[src/rtl/trig_pkg.sv]
package trig_pkg;
  // Sensitivity encoding: {level_mode, polarity}
  typedef enum logic [1:0] {
    SENS_FALL = 2'b00,
    SENS_RISE = 2'b01,
    SENS_HIGH = 2'b10,
    SENS_LOW  = 2'b11
  } sens_e;
endpackage

[src/rtl/trig_src_mux.sv]
module trig_src_mux #(
  parameter int NUM_PINS = 4,
  parameter int NUM_CHAN = 8,
  parameter int SEL_W    = 4
) (
  input  logic [NUM_PINS-1:0] pins,
  input  logic [NUM_CHAN-1:0] chans,
  input  logic [SEL_W-1:0]    sel,
  output logic                line,
  output logic                sel_ok
);
  localparam int NSRC = NUM_PINS + NUM_CHAN;

  logic [NSRC-1:0] all_src;
  assign all_src = {chans, pins};

  always_comb begin
    line   = 1'b0;
    sel_ok = 1'b0;
    for (int i = 0; i < NSRC; i++) begin
      if (int'(sel) == i) begin
        line   = all_src[i];
        sel_ok = 1'b1;
      end
    end
  end
endmodule

[src/rtl/trig_sync.sv]
module trig_sync #(
  parameter int STAGES = 2
) (
  input  logic clk,
  input  logic rst_n,
  input  logic d,
  output logic q
);
  logic [STAGES-1:0] chain_q;
  logic [STAGES-1:0] chain_d;

  generate
    if (STAGES == 1) begin : g_one
      assign chain_d = d;
    end else begin : g_many
      assign chain_d = {chain_q[STAGES-2:0], d};
    end
  endgenerate

  always_ff @(posedge clk or negedge rst_n) begin
    if (!rst_n) chain_q <= '0;
    else        chain_q <= chain_d;
  end

  assign q = chain_q[STAGES-1];
endmodule

[src/rtl/trig_detect.sv]
module trig_detect
  import trig_pkg::*;
#(
  parameter int SEL_W  = 4,
  parameter int SETTLE = 3
) (
  input  logic             clk,
  input  logic             rst_n,
  input  logic             s,
  input  logic [SEL_W-1:0] sel,
  input  logic             sel_ok,
  input  sens_e            sens,
  input  logic             en,
  input  logic             stop,
  input  logic             busy,
  output logic             req
);
  localparam int CNT_W = $clog2(SETTLE + 1);

  logic             hist_q;
  logic [SEL_W-1:0] sel_q;
  logic             pol_q;
  logic [CNT_W-1:0] cnt_q, cnt_d;
  logic             req_q, req_d;
  logic             pol, lvl, cfg_chg, settled, edge_hit, lvl_hit;

  assign pol = sens[0];
  assign lvl = sens[1];

  always_comb begin
    cfg_chg  = (sel != sel_q) || (pol != pol_q);
    settled  = (cnt_q == '0) && !cfg_chg;
    edge_hit = (s != hist_q) && (s == pol);
    lvl_hit  = (s == !pol) && !busy;
    if (cfg_chg)            cnt_d = CNT_W'(SETTLE);
    else if (cnt_q != '0)   cnt_d = cnt_q - 1'b1;
    else                    cnt_d = cnt_q;
    req_d = en && !stop && sel_ok && settled && (lvl ? lvl_hit : edge_hit);
  end

  always_ff @(posedge clk or negedge rst_n) begin
    if (!rst_n) begin
      hist_q <= 1'b0;
      sel_q  <= '0;
      pol_q  <= 1'b0;
      cnt_q  <= CNT_W'(SETTLE);
      req_q  <= 1'b0;
    end else begin
      hist_q <= s;
      sel_q  <= sel;
      pol_q  <= pol;
      cnt_q  <= cnt_d;
      req_q  <= req_d;
    end
  end

  assign req = req_q;
endmodule

[src/rtl/exttrig_detect.sv]
module exttrig_detect
  import trig_pkg::*;
#(
  parameter int NUM_PINS    = 4,
  parameter int NUM_CHAN    = 8,
  parameter int SYNC_STAGES = 2,
  parameter int SEL_W       = $clog2(NUM_PINS + NUM_CHAN)
) (
  input  logic                clk,
  input  logic                rst_n,
  input  logic [NUM_PINS-1:0] trig_pin_i,
  input  logic [NUM_CHAN-1:0] chan_din_i,
  input  logic                trig_en_i,
  input  logic                level_mode_i,
  input  logic                polarity_i,
  input  logic [SEL_W-1:0]    src_sel_i,
  input  logic                stop_conv_i,
  input  logic                seq_busy_i,
  output logic                start_req_o
);
  localparam int SETTLE = SYNC_STAGES + 1;

  logic  raw_line, sel_ok, sync_line;
  sens_e sens;

  assign sens = sens_e'({level_mode_i, polarity_i});

  trig_src_mux #(.NUM_PINS(NUM_PINS), .NUM_CHAN(NUM_CHAN), .SEL_W(SEL_W)) u_mux (
    .pins(trig_pin_i), .chans(chan_din_i), .sel(src_sel_i),
    .line(raw_line), .sel_ok(sel_ok)
  );

  trig_sync #(.STAGES(SYNC_STAGES)) u_sync (
    .clk(clk), .rst_n(rst_n), .d(raw_line), .q(sync_line)
  );

  trig_detect #(.SEL_W(SEL_W), .SETTLE(SETTLE)) u_det (
    .clk(clk), .rst_n(rst_n), .s(sync_line), .sel(src_sel_i), .sel_ok(sel_ok),
    .sens(sens), .en(trig_en_i), .stop(stop_conv_i), .busy(seq_busy_i),
    .req(start_req_o)
  );
endmodule

[config.mk]
export PLATFORM = sky130hd
export DESIGN_NAME = exttrig_detect
export DESIGN_NICKNAME = d
export VERILOG_FILES = /design/src/rtl/trig_pkg.sv /design/src/rtl/trig_src_mux.sv /design/src/rtl/trig_sync.sv /design/src/rtl/trig_detect.sv /design/src/rtl/exttrig_detect.sv
export SDC_FILE = /design/constraint.sdc
export NUM_CORES = 1
export LEC_CHECK = 0
export ABC_AREA = 1
export BUFFER_PORTS_ARGS = -buffer_cell sky130_fd_sc_hd__buf_2
export CORE_MARGIN = 4
export CORE_UTILIZATION = 43
export CTS_BUF_LIST = sky130_fd_sc_hd__clkbuf_8
export CTS_CLUSTER_SIZE = 12
export DETAILED_ROUTE_END_ITERATION = 6
export PLACE_DENSITY_LB_ADDON = 0.12
export SYNTH_ARGS = -nofsm -noshare
export SYNTH_HDL_FRONTEND = slang
export SYNTH_SLANG_ARGS = --single-unit
[constraint.sdc]
create_clock -name clk -period 1.22 [get_ports clk]
set_input_delay 0.122 -clock clk [delete_from_list [all_inputs] [get_ports clk]]
set_output_delay 0.122 -clock clk [all_outputs]
set_load 0.01 [all_outputs]
==> summary.md <==
| Metric | Value |
|---|---|
| Clk sinks | 11 |
| Mapped Nets | 104 |
| Fmax | approximately 840 MHz |
| Clock skew | around 0.0015 ns |
| FFs w/ async S/R, synth | 100% |
| Dpl hpwl | 915 um |
| Part of the cycle the worst path needs | between 90 and 100% |
| DR vias/cell | 4.50 |
| Ant diodes | 0 |
| Worst path bufs/invs | 1 |
| CP top delay family | flip-flops |
| Routed Wire Length | around 1100 um |
| Slowest cell delay on critical path | roughly 0.53 ns |
| Post-synth EDFFs | 0 |
| Synthesized instance count | 80 |
| Largest net degree at the start of global routing | 12 |
| Startpoint types | register |
| Routed Antenna Nets | 0 |
| First-pass GRT wire length | approximately 1600 um |
| Post-synth top cells | nand2_1, nor2_1, dfrtp_1 |
| Core Region | approximately 0.0013 sq mm |
| Worst Tran Pin Value | roughly 0.24 ns |
| Postcts setup bufs | 0 |
| Setup crit end kind | register |
| Peak VDD IR | roughly 1100 uV |
| Port Buffer Count | 23 |
| Worst EP arrival | roughly 1.3 ns |
| # Max-Cap Violations | 0 |
| DP Worst Slack | -0.00252 ns |
| GPL Wtd Cong | between 0.7 and 0.8 |
| Final core occ | ~60% |
| Worst setup margin | between 0.03 and 0.04 ns |
| R2R cell count | 5 |
| Unrepaired setup endpoints after global routing | no |
| Row Count | 13 |
| All-Layer GR Usage | 11.2% |
| Area share of the largest cell type after synthesis | between 30% and 40% |
| WP depth | 5 |
| CTS tree | yes |
| Clk root buf | clkbuf_8 |
| Hold Path Depth | 1 |
| CP max FO | 2 |
| Area grow syn2layout | 30.3% |
| DRC | 0 |
| CP required | 1.37 ns |
| IO Count | 24 |
| Synth area leader | dfrtp_1 |
| Slowest-stage cell, CP | dfstp_2 |
| Slew headroom | a little over four fifths |
| Synth Flop Type | dfrtp_1 |
| Leak Pwr | between 0.0004 and 0.0005 uW |
| Layout cells sized above 1 | 30.8% |
| Total gr overflow | 0 |
| Syn Area/Cell | ~7.5 sq um |
| DR iter-0 viols | 2 |
| Die X | 45.3 um |
| Status | finished, final reports clean |
| Die Footprint | 0.00205 sq mm |
| Syn. warnings | 0 |
| Starting density of the core | 46.0% |
| Nets | between 100 and 150 |
| Most frequent cell after synthesis | nand2_1 |
| Sequential standard cell area | around 280 sq um |
| Count of pins over their slew limit | 0 |
| Total CTS buffers | 3 |
| Final Hold Vio Count | 0 |
| Die Y | 45.3 um |
| Clock-pin slew on the worst setup and hold paths | around 0.05 ns |
| Synth cell types | 16 |
| Post-synthesis sequential element count | 11 |
| Post-route minimum period | around 1.2 ns |
| Multi-input logic area | between 200 and 300 sq um |
| HP Class | in -> reg |
| Max clock buf depth | 2 |
| Post-synthesis cell area | 598 sq um |
| Worst-Skew Late Latency | roughly 0.23 ns |
| Power density over the cells | around 1100 mW/mm^2 |
| Area contributors post-synth | dfrtp_1, nand2_1, dfstp_2, nor2_1, nand3_1 |
| Number of global-route vias before repair | approximately 420 |
| Fillers | between 100 and 150 |
| Crit path cell chain | inv_1, ha_2, nand2_1, o21ai_0, nand4_1 |
| H-tree levels | 1 |
| Via count | between 500 and 600 |
| Drt pass-1 iters | 3 |
| Register area share after synthesis | a little under half |
| Crit Path Category | reg -> reg |
| Post-DR wirelength/cell | 9.07 um |
| Endpoints failing setup | 0 |
| Initial antenna violation count | 0 |
-- per-stage QoR --
step	power (uW)	cells	hold WS, ns	TNS, ns	area (sq um)
after detailed placement	529	117	0.00169	-0.00252	721
after floorplan	471	80	-0.174	0	598
after global routing	937	122	0.0359	0	779
after CTS	893	122	0.0404	0	777
after global placement	527	117	-0.00354	0	721
final	876	122	0.0447	0	779
-- worst register-to-register path, cell delays in order, from the launching register on --
cell     delay, ns
dfstp_2       0.53
inv_1         0.04
ha_2          0.29
nand2_1       0.04
o21ai_0       0.08
nand4_1       0.11
-- layer usage --
| layer | GRT usage, % | share of wire (%) | vias up |
|---|---|---|---|
| li1 | - | - | 301 |
| met1 | 13.7 | 45 | 235 |
| met2 | 16.9 | 48 | 11 |
| met3 | 5.98 | 6.7 | 2 |
| met4 | 3.51 | 0.72 | 0 |
| met5 | 0 | 0 | - |
-- flip-flops by register name, indices dropped and copies added (netlist names) --
| register | flops |
|---|---|
| u_det.hist_q | 1 |
| u_det.sel_q | 4 |
| u_sync.chain_q | 2 |
| u_det.req | 1 |
| u_det.pol_q | 1 |
| u_det.cnt_q | 2 |
-- report_power, final --
part           leakage, uW  total (uW)  switching (uW)  internal (uW)
Sequential        0.000130         397            9.66            387
Clock            0.0000255         352             128            224
Combinational     0.000282         127            69.5           57.9
-- cell usage in the layout (no fill, tap or decap) --
master | Yosys | routed
nand3_1 | 8 | 8
inv_1 | 8 | 7
a21oi_1 | 1 | 1
nand2_1 | 28 | 28
xnor2_1 | 1 | 1
dfstp_2 | 2 | 2
clkinv_1 | 1 | 1
buf_2 | 0 | 23
nor2_2 | 1 | 1
dfrtp_1 | 9 | 9
o21ai_0 | 1 | 1
xor2_1 | 4 | 4
nor2_1 | 11 | 11
clkbuf_8 | 0 | 3
nand4_1 | 2 | 2
dlygate4sd3_1 | 0 | 1
ha_2 | 0 | 1
clkinv_2 | 0 | 1
inv_2 | 1 | 2
-- kinds of logic (layout without fill, tap and decap cells) --
logic type	count (synthesis)	in the layout	share of synthesized area, %
AND/OR/NAND/NOR	50	50	34.3
flip-flops	11	11	46.4
adder cells (fa/ha/maj)	1	1	2.09
XOR/XNOR	5	5	7.32
buffers and inverters	11	38	8.16
AO/OA/AOI/OAI	2	2	1.67
-- final cells by class --
class / instances / area share (%)
Clock inverter: 1 / 0.642
Inverter: 10 / 4.82
Sequential cell: 11 / 35.6
Timing Repair Buffer: 24 / 16.1
Clock buffer: 3 / 5.30
Tap cell: 15 / 2.41
Multi-Input combinational cell: 58 / 35.2
-- final timing paths --
| path | endpoint | from | slack, ns |
|---|---|---|---|
| worst min-delay path | u_det.pol_q$_DFF_PN0_ | polarity_i | 0.04 |
| worst max-delay path | u_det.cnt_q[1]$_DFFE_PN1N_ | u_det.cnt_q[0]$_DFFE_PN1N_ | 0.03 |
| worst max register to register | u_det.cnt_q[1]$_DFFE_PN1N_ | u_det.cnt_q[0]$_DFFE_PN1N_ | 0.03 |
| max in group asynchronous | u_det.cnt_q[0]$_DFFE_PN1N_ | rst_n | 0.69 |
| min in group asynchronous | u_det.hist_q$_DFF_PN0_ | rst_n | 0.28 |
| worst min register to register | u_sync.chain_q[1]$_DFF_PN0_ | u_sync.chain_q[0]$_DFF_PN0_ | 0.35 |
-- what timing repair did --
item,CTS,global route
resized for setup,1,1
hold buffers,1,0
hold endpoints to repair,11,0
setup endpoints to repair,1,1
No activity file was read; power rests on OpenSTA's default activity.
